--- config.mk ---
export PLATFORM = sky130hd
export DESIGN_NAME = tone_gen
export DESIGN_NICKNAME = d
export VERILOG_FILES = /design/src/rtl/tone_pkg.sv /design/src/rtl/tone_regs.sv /design/src/rtl/tone_frac_stage.sv /design/src/rtl/tone_gen.sv
export SDC_FILE = /design/constraint.sdc
export NUM_CORES = 1
export LEC_CHECK = 0
export BUFFER_PORTS_ARGS = -buffer_cell sky130_fd_sc_hd__buf_2
export CORE_MARGIN = 3
export CORE_UTILIZATION = 57
export CTS_BUF_LIST = sky130_fd_sc_hd__clkbuf_16
export DETAILED_ROUTE_END_ITERATION = 12
export MAX_ROUTING_LAYER = met4
export PLACE_DENSITY_LB_ADDON = 0.05
export SLEW_MARGIN = 20
export SYNTH_ARGS = -nofsm -noshare
export SYNTH_HDL_FRONTEND = slang
export SYNTH_SLANG_ARGS = --single-unit
--- constraint.sdc ---
create_clock -name clk -period 4.2 [get_ports clk]
set_input_delay 0 -clock clk [delete_from_list [all_inputs] [get_ports clk]]
set_output_delay 0 -clock clk [all_outputs]
set_load 0.03 [all_outputs]
--- src/rtl/tone_pkg.sv ---
package tone_pkg;
    localparam int DATA_W      = 32;
    localparam int LEVEL_W     = 6;
    localparam int VOICE_W     = 7;
    localparam int GLOBAL_W    = 2;
    localparam int OFF_LEVEL   = 0;
    localparam int OFF_VOICE   = 4;
    localparam int OFF_GLOBAL  = 8;
    localparam int PRESCALE    = 8;
    localparam int SLOW_DIV    = 154;
    localparam int OCT_SEL_W   = 2;
    localparam int NUM_FRAC    = 4;
    localparam int FRAC_LSB    = 2;
    localparam int FAST_BIT    = 1;
    localparam int EN_BIT      = 0;
    localparam int USED_VOICE  = FRAC_LSB + NUM_FRAC;
    localparam int FRAC_DEN [NUM_FRAC] = '{107, 55, 63, 127};
    localparam int FRAC_LOW [NUM_FRAC] = '{101, 49, 50, 80};
endpackage

--- src/rtl/tone_regs.sv ---
module tone_regs
    import tone_pkg::*;
#(
    parameter int ADDR_W = 11
) (
    input  logic                  clk,
    input  logic                  rst_n,
    input  logic                  cs,
    input  logic                  we,
    input  logic [3:0]            be,
    input  logic [ADDR_W-1:0]     addr,
    input  logic [VOICE_W-1:0]    wdata,
    output logic [DATA_W-1:0]     rdata,
    output logic [USED_VOICE-1:0] voice_use,
    output logic                  fast_sel
);
    typedef struct packed {
        logic [LEVEL_W-1:0]  level;
        logic [VOICE_W-1:0]  voice;
        logic [GLOBAL_W-1:0] glob;
    } regs_t;

    regs_t r_q, r_d;
    logic  full_acc, hit_level, hit_voice, hit_glob;

    always_comb begin
        full_acc  = cs && (be == 4'hF);
        hit_level = full_acc && (addr == ADDR_W'(OFF_LEVEL));
        hit_voice = full_acc && (addr == ADDR_W'(OFF_VOICE));
        hit_glob  = full_acc && (addr == ADDR_W'(OFF_GLOBAL));

        r_d = r_q;
        if (we) begin
            if (hit_level) r_d.level = wdata[LEVEL_W-1:0];
            if (hit_voice) r_d.voice = wdata[VOICE_W-1:0];
            if (hit_glob)  r_d.glob  = wdata[GLOBAL_W-1:0];
        end

        rdata = '0;
        if (!we) begin
            if (hit_level) rdata[LEVEL_W-1:0]  = r_q.level;
            if (hit_voice) rdata[VOICE_W-1:0]  = r_q.voice;
            if (hit_glob)  rdata[GLOBAL_W-1:0] = r_q.glob;
        end
    end

    always_ff @(posedge clk or negedge rst_n) begin
        if (!rst_n) r_q <= '0;
        else        r_q <= r_d;
    end

    assign voice_use = r_q.voice[USED_VOICE-1:0];
    assign fast_sel  = r_q.glob[FAST_BIT];
endmodule

--- src/rtl/tone_frac_stage.sv ---
module tone_frac_stage #(
    parameter int DEN = 107,
    parameter int LOW = 101
) (
    input  logic clk,
    input  logic rst_n,
    input  logic clear,
    input  logic sel_low,
    input  logic pulse_i,
    output logic pulse_o
);
    localparam int ACC_W = $clog2(2 * DEN);

    typedef struct packed {
        logic [ACC_W-1:0] acc;
    } stage_t;

    stage_t           s_q, s_d;
    logic [ACC_W-1:0] step, sum;

    always_comb begin
        step    = sel_low ? ACC_W'(LOW) : ACC_W'(DEN);
        sum     = s_q.acc + step;
        pulse_o = pulse_i && (sum >= ACC_W'(DEN));
        s_d     = s_q;
        if (clear)        s_d.acc = '0;
        else if (pulse_i) s_d.acc = pulse_o ? (sum - ACC_W'(DEN)) : sum;
    end

    always_ff @(posedge clk or negedge rst_n) begin
        if (!rst_n) s_q <= '0;
        else        s_q <= s_d;
    end
endmodule

--- src/rtl/tone_gen.sv ---
module tone_gen
    import tone_pkg::*;
#(
    parameter int ADDR_W = 11
) (
    input  logic              clk,
    input  logic              rst_n,
    input  logic              bus_cs,
    input  logic              bus_we,
    input  logic [3:0]        bus_be,
    input  logic [ADDR_W-1:0] bus_addr,
    input  logic [DATA_W-1:0] bus_wdata,
    output logic [DATA_W-1:0] bus_rdata,
    output logic              tone_o
);
    localparam int PRE_W  = $clog2(PRESCALE);
    localparam int SLOW_W = $clog2(SLOW_DIV);
    localparam int OCT_W  = $clog2(2 << ((1 << OCT_SEL_W) - 1));

    typedef struct packed {
        logic [PRE_W-1:0]  pre;
        logic [SLOW_W-1:0] slow;
        logic [OCT_W-1:0]  oct;
        logic              tone;
    } chain_t;

    chain_t                c_q, c_d;
    logic [USED_VOICE-1:0] voice_use;
    logic                  fast_sel, en;
    logic                  tick_pre, tick_slow, tick_oct, final_pulse;
    logic [OCT_W:0]        oct_div;
    logic                  unused_wdata;

    assign unused_wdata = ^bus_wdata[DATA_W-1:VOICE_W];

    tone_regs #(.ADDR_W(ADDR_W)) u_regs (
        .clk       (clk),
        .rst_n     (rst_n),
        .cs        (bus_cs),
        .we        (bus_we),
        .be        (bus_be),
        .addr      (bus_addr),
        .wdata     (bus_wdata[VOICE_W-1:0]),
        .rdata     (bus_rdata),
        .voice_use (voice_use),
        .fast_sel  (fast_sel)
    );

    assign en        = voice_use[EN_BIT];
    assign oct_div   = (OCT_W+1)'(2) << voice_use[OCT_SEL_W-1:0];
    assign tick_pre  = en && (c_q.pre == PRE_W'(PRESCALE - 1));
    assign tick_slow = tick_pre && (fast_sel || (c_q.slow == SLOW_W'(SLOW_DIV - 1)));
    assign tick_oct  = tick_slow && ({1'b0, c_q.oct} >= (oct_div - 1'b1));

    for (genvar i = 0; i < NUM_FRAC; i++) begin : g_frac
        logic stage_in, stage_out;
        if (i == 0) begin : g_head
            assign stage_in = tick_oct;
        end else begin : g_link
            assign stage_in = g_frac[i-1].stage_out;
        end
        tone_frac_stage #(.DEN(FRAC_DEN[i]), .LOW(FRAC_LOW[i])) u_stage (
            .clk     (clk),
            .rst_n   (rst_n),
            .clear   (!en),
            .sel_low (voice_use[FRAC_LSB + i]),
            .pulse_i (stage_in),
            .pulse_o (stage_out)
        );
    end

    assign final_pulse = g_frac[NUM_FRAC-1].stage_out;

    always_comb begin
        c_d = c_q;
        if (!en) begin
            c_d = '0;
        end else begin
            c_d.pre = tick_pre ? '0 : c_q.pre + 1'b1;
            if (tick_pre && !fast_sel)
                c_d.slow = (c_q.slow == SLOW_W'(SLOW_DIV - 1)) ? '0 : c_q.slow + 1'b1;
            if (tick_slow)
                c_d.oct = tick_oct ? '0 : c_q.oct + 1'b1;
            if (final_pulse)
                c_d.tone = !c_q.tone;
        end
    end

    always_ff @(posedge clk or negedge rst_n) begin
        if (!rst_n) c_q <= '0;
        else        c_q <= c_d;
    end

    assign tone_o = c_q.tone;
endmodule

==> insert_results.sql <==
INSERT INTO impl_metrics (metric_group, metric, value, unit) VALUES
('logic_synthesis', 'mappedNetlistArea', '0.00478', 'sq mm'),
('placement', 'place_hpwl', '7160', 'um'),
('logic_synthesis', 'synthTopCellsByCount', '61 x sky130_fd_sc_hd__dfrtp_1, 54 x sky130_fd_sc_hd__nand2_1, 43 x sky130_fd_sc_hd__o21ai_0', ''),
('logic_synthesis', 'synthesized_flop_and_latch_total', '61', ''),
('clock_network', 'tritoncts', 'yes', ''),
('timing', 'timing.final.max_slew_violations', '0', ''),
('timing', 'finalCriticalPeriod', '3.45', 'ns'),
('power_and_ir_drop', 'leakage', '2.40', 'nW'),
('setup_path', 'critical_path_peak_fanout', '5', ''),
('placement', 'globalplace.congestion', '0.863', ''),
('clock_network', 'htree_levels', '3', ''),
('logic_synthesis', 'post-synth-top-count-cell', 'sky130_fd_sc_hd__dfrtp_1', ''),
('logic_synthesis', 'yosysUniqueCellTypes', '71', ''),
('global_route', 'via_count_of_the_first_global_routing_pass', '3884', ''),
('logic_synthesis', 'synth.largest_area_cell', 'sky130_fd_sc_hd__dfrtp_1', ''),
('clock_network', 'clkSinkCount', '61', ''),
('setup_path', 'timing.critical_path.to_type', 'register', ''),
('routing', 'detailedRoute.firstPassIterationCount', '4', ''),
('global_route', 'grt_overflow', '0', ''),
('placement', 'port-buffer-count', '33', ''),
('timing', 'report.final.hold_viol_count', '0', ''),
('global_route', 'grt_first_pass_wirelength', '17700', 'um'),
('global_route', 'pin_count_of_the_biggest_net_entering_global_routing', '62', ''),
('setup_path', 'cp.arrival', '3.67', 'ns'),
('setup_path', 'critical_path_startpoint_category', 'register', ''),
('logic_synthesis', 'postSynthAreaPerCell', '9.03', 'sq um'),
('global_route', 'grt_antenna_before_repair', '0', ''),
('timing', 'max_freq', '290', 'MHz'),
('routing', 'detailroute.via_count', '3848', ''),
('clock_network', 'clock_path_buffers', '2', ''),
('floorplanning', 'core-area', '0.00793', 'sq mm'),
('setup_path', 'timing_worst_setup_path_type', 'reg2reg', ''),
('worst_hold_path', 'min-delay-path-class', 'in2reg', ''),
('finish', 'layout-drive-gt1-share', '14.6', '%'),
('clock_network', 'library_cell_used_as_clock_root_buffer', 'sky130_fd_sc_hd__clkbuf_16', ''),
('power_and_ir_drop', 'power_density', '255', 'mW/mm^2'),
('run', 'timing.max_cap.violations', '0', ''),
('logic_synthesis', 'synth.yosys.warnings', '0', ''),
('logic_synthesis', 'synth-async-reset-ratio', '100', '%'),
('timing', 'transition_at_the_pin_with_the_smallest_max_transition_slack', '0.954', 'ns'),
('floorplanning', 'dieWidth', '97.6', 'um'),
('logic_synthesis', 'syn_inst', '529', ''),
('global_route', 'all_layer_gr_usage', '22.5', '%'),
('routing', 'number_of_drc_violations_after_detailed_routing_iteration_0', '241', ''),
('timing', 'final.setup.worst_slack', '0.752', 'ns'),
('finish', 'nFillCells', '674', ''),
('floorplanning', 'core.rowCount', '32', ''),
('clock_network', 'cts_made_buffers', '9', ''),
('clock_network', 'clock_transition_at_the_registers_of_the_reported_paths', '0.05', 'ns'),
('setup_path', 'cp.required', '4.42', 'ns'),
('power_and_ir_drop', 'max-vdd-ir-drop', '0.217', 'mV'),
('logic_synthesis', 'post-synth-top-area-fraction', '31.9', '%'),
('timing', 'slew-limit-headroom', '36.2', '%'),
('clock_network', 'insertion_delay', '0.33', 'ns'),
('placement', 'detailedPlace.worstSlack', '0.790', 'ns'),
('finish', 'fraction_of_the_core_area_covered_by_cells_at_the_end_of_the_flow', '66.6', '%'),
('floorplanning', 'start_util', '60.3', '%'),
('routing', 'drt.antenna.violating_nets', '0', ''),
('routing', 'viasPerCell', '5.73', ''),
('finish', 'area_delta_synth_final', '10.5', '%'),
('timing', 'timing.setup.tns', '0', 'ns'),
('floorplanning', 'die_h', '97.6', 'um'),
('floorplanning', 'fp.dieArea', '0.00952', 'sq mm'),
('routing', 'drt_wl_total', '9930', 'um'),
('logic_synthesis', 'post_synth_main_area_contributors', 'sky130_fd_sc_hd__dfrtp_1 32%, sky130_fd_sc_hd__ha_1 6.8%, sky130_fd_sc_hd__mux2i_1 5.9%, sky130_fd_sc_hd__o21ai_0 4.5%, sky130_fd_sc_hd__nand2_1 4.2%', ''),
('finish', 'combined_area_of_the_multi_input_logic_cells', '0.00299', 'sq mm'),
('status', 'status', 'finished clean', ''),
('routing', 'drc', '0', ''),
('logic_synthesis', 'postSynth.topFlopCell', 'sky130_fd_sc_hd__dfrtp_1', ''),
('clock_network', 'cts_setup_buffers', '0', ''),
('logic_synthesis', 'synth_seq_area_share', '31.9', '%');
-- critical path, cell delays in order, from the launching register on --
cell,delay [ns]
sky130_fd_sc_hd__dfrtp_1,0.45
sky130_fd_sc_hd__inv_1,0.18
sky130_fd_sc_hd__ha_1,0.24
sky130_fd_sc_hd__inv_1,0.07
sky130_fd_sc_hd__fa_1,0.39
sky130_fd_sc_hd__nand2b_1,0.18
sky130_fd_sc_hd__a21oi_1,0.38
sky130_fd_sc_hd__mux2i_1,0.24
sky130_fd_sc_hd__a2111oi_4,0.47
sky130_fd_sc_hd__nor3_1,0.12
sky130_fd_sc_hd__or4b_1,0.51
sky130_fd_sc_hd__o311ai_1,0.10
-- registers in the layout (all words and copies together), names as in the netlist --
signal	cells
tone_o	1
u_regs.r_q	8
u_regs.voice_use	6
u_regs.fast_sel	1
g_frac.u_stage.s_q	30
c_q	15
-- final cells by class --
| class | count | area share [%] |
|---|---|---|
| Tap cell | 102 | 2.42 |
| Clock inverter | 5 | 0.853 |
| Inverter | 19 | 1.35 |
| Sequential cell | 61 | 28.9 |
| Timing Repair Buffer | 47 | 5.50 |
| Clock buffer | 9 | 4.27 |
| Multi-Input combinational cell | 429 | 56.7 |
-- where the power goes --
group | switching [mW] | total (mW) | leakage (nW) | internal, mW
Sequential | 0.0000411 | 0.589 | 0.853 | 0.589
Combinational | 0.0496 | 0.0660 | 1.41 | 0.0164
Clock | 0.249 | 0.692 | 0.135 | 0.443
Total | 0.298 | 1.35 | 2.40 | 1.05
-- cell usage in the layout (no fill, tap or decap), types with 8 or more instances in the layout --
cell type	n
sky130_fd_sc_hd__nor2b_1	12
sky130_fd_sc_hd__nor2_1	26
sky130_fd_sc_hd__xor2_1	11
sky130_fd_sc_hd__inv_1	19
sky130_fd_sc_hd__dfrtp_1	61
sky130_fd_sc_hd__o21ai_0	43
sky130_fd_sc_hd__nand2_1	54
sky130_fd_sc_hd__clkbuf_16	9
sky130_fd_sc_hd__o21a_1	8
sky130_fd_sc_hd__xnor2_1	14
sky130_fd_sc_hd__nand3_1	22
sky130_fd_sc_hd__nand2b_1	8
sky130_fd_sc_hd__nor3_1	12
sky130_fd_sc_hd__mux2_2	16
sky130_fd_sc_hd__mux2i_1	28
sky130_fd_sc_hd__buf_2	33
sky130_fd_sc_hd__ha_1	26
sky130_fd_sc_hd__dlygate4sd3_1	8
sky130_fd_sc_hd__conb_1	25
sky130_fd_sc_hd__a21oi_1	21
-- kinds of logic (layout without fill, tap and decap cells) --
logic type | after synthesis | in the layout | synth area share, %
and+or+nand+nor | 179 | 179 | 19.5
AOI/OAI and AO/OA | 127 | 127 | 18.9
buffers and inverters | 63 | 80 | 7.28
DFF | 61 | 61 | 31.9
muxes | 44 | 44 | 9.64
adders and majority gates | 29 | 29 | 8.06
xor gates and xnor gates | 25 | 25 | 4.58
other | 1 | 25 | 0.0785
-- path summary, 6_finish.rpt --
path / startpoint / endpoint / slack, ns / cells after the start
worst max register to register: u_regs.voice_use[5] / g_frac[3].u_stage.s_q[4] / 0.75 / 11
worst min-delay path: bus_we / u_regs.r_q[0] / 0.22 / 4
worst min register to register: c_q[13] / c_q[13] / 0.43 / 1
max in group asynchronous: rst_n / g_frac[3].u_stage.s_q[0] / 3.29 / 3
worst max-delay path: u_regs.voice_use[5] / g_frac[3].u_stage.s_q[4] / 0.75 / 11
min in group asynchronous: rst_n / g_frac[3].u_stage.s_q[7] / 0.34 / 3
-- stage by stage --
stage          instance area (sq um)  hold WS, ns  power (mW)
5_1_grt                         5280        0.257        1.39
6_report                        5280        0.224        1.35
4_1_cts                         5280        0.216        1.36
3_3_place_gp                    4930        0.215       0.659
2_1_floorplan                   4870       -0.296       0.651
3_5_place_dp                    4930        0.223       0.659
-- layer usage --
layer  share of wire [%]  vias to the layer above  GRT usage (%)
li1                    -                     1925              -
met1                  46                     1837           29.4
met2                  49                       78           36.3
met3                 4.6                        8           5.17
met4                0.80                        0           4.05
met5                   0                        -              -
-- timing repair --
item                                   CTS  global route
hold buffers                             8             0
gates resized for setup                  0             0
endpoints found under the hold margin   76             0
Note: power is estimated with default switching activity, not from simulation.
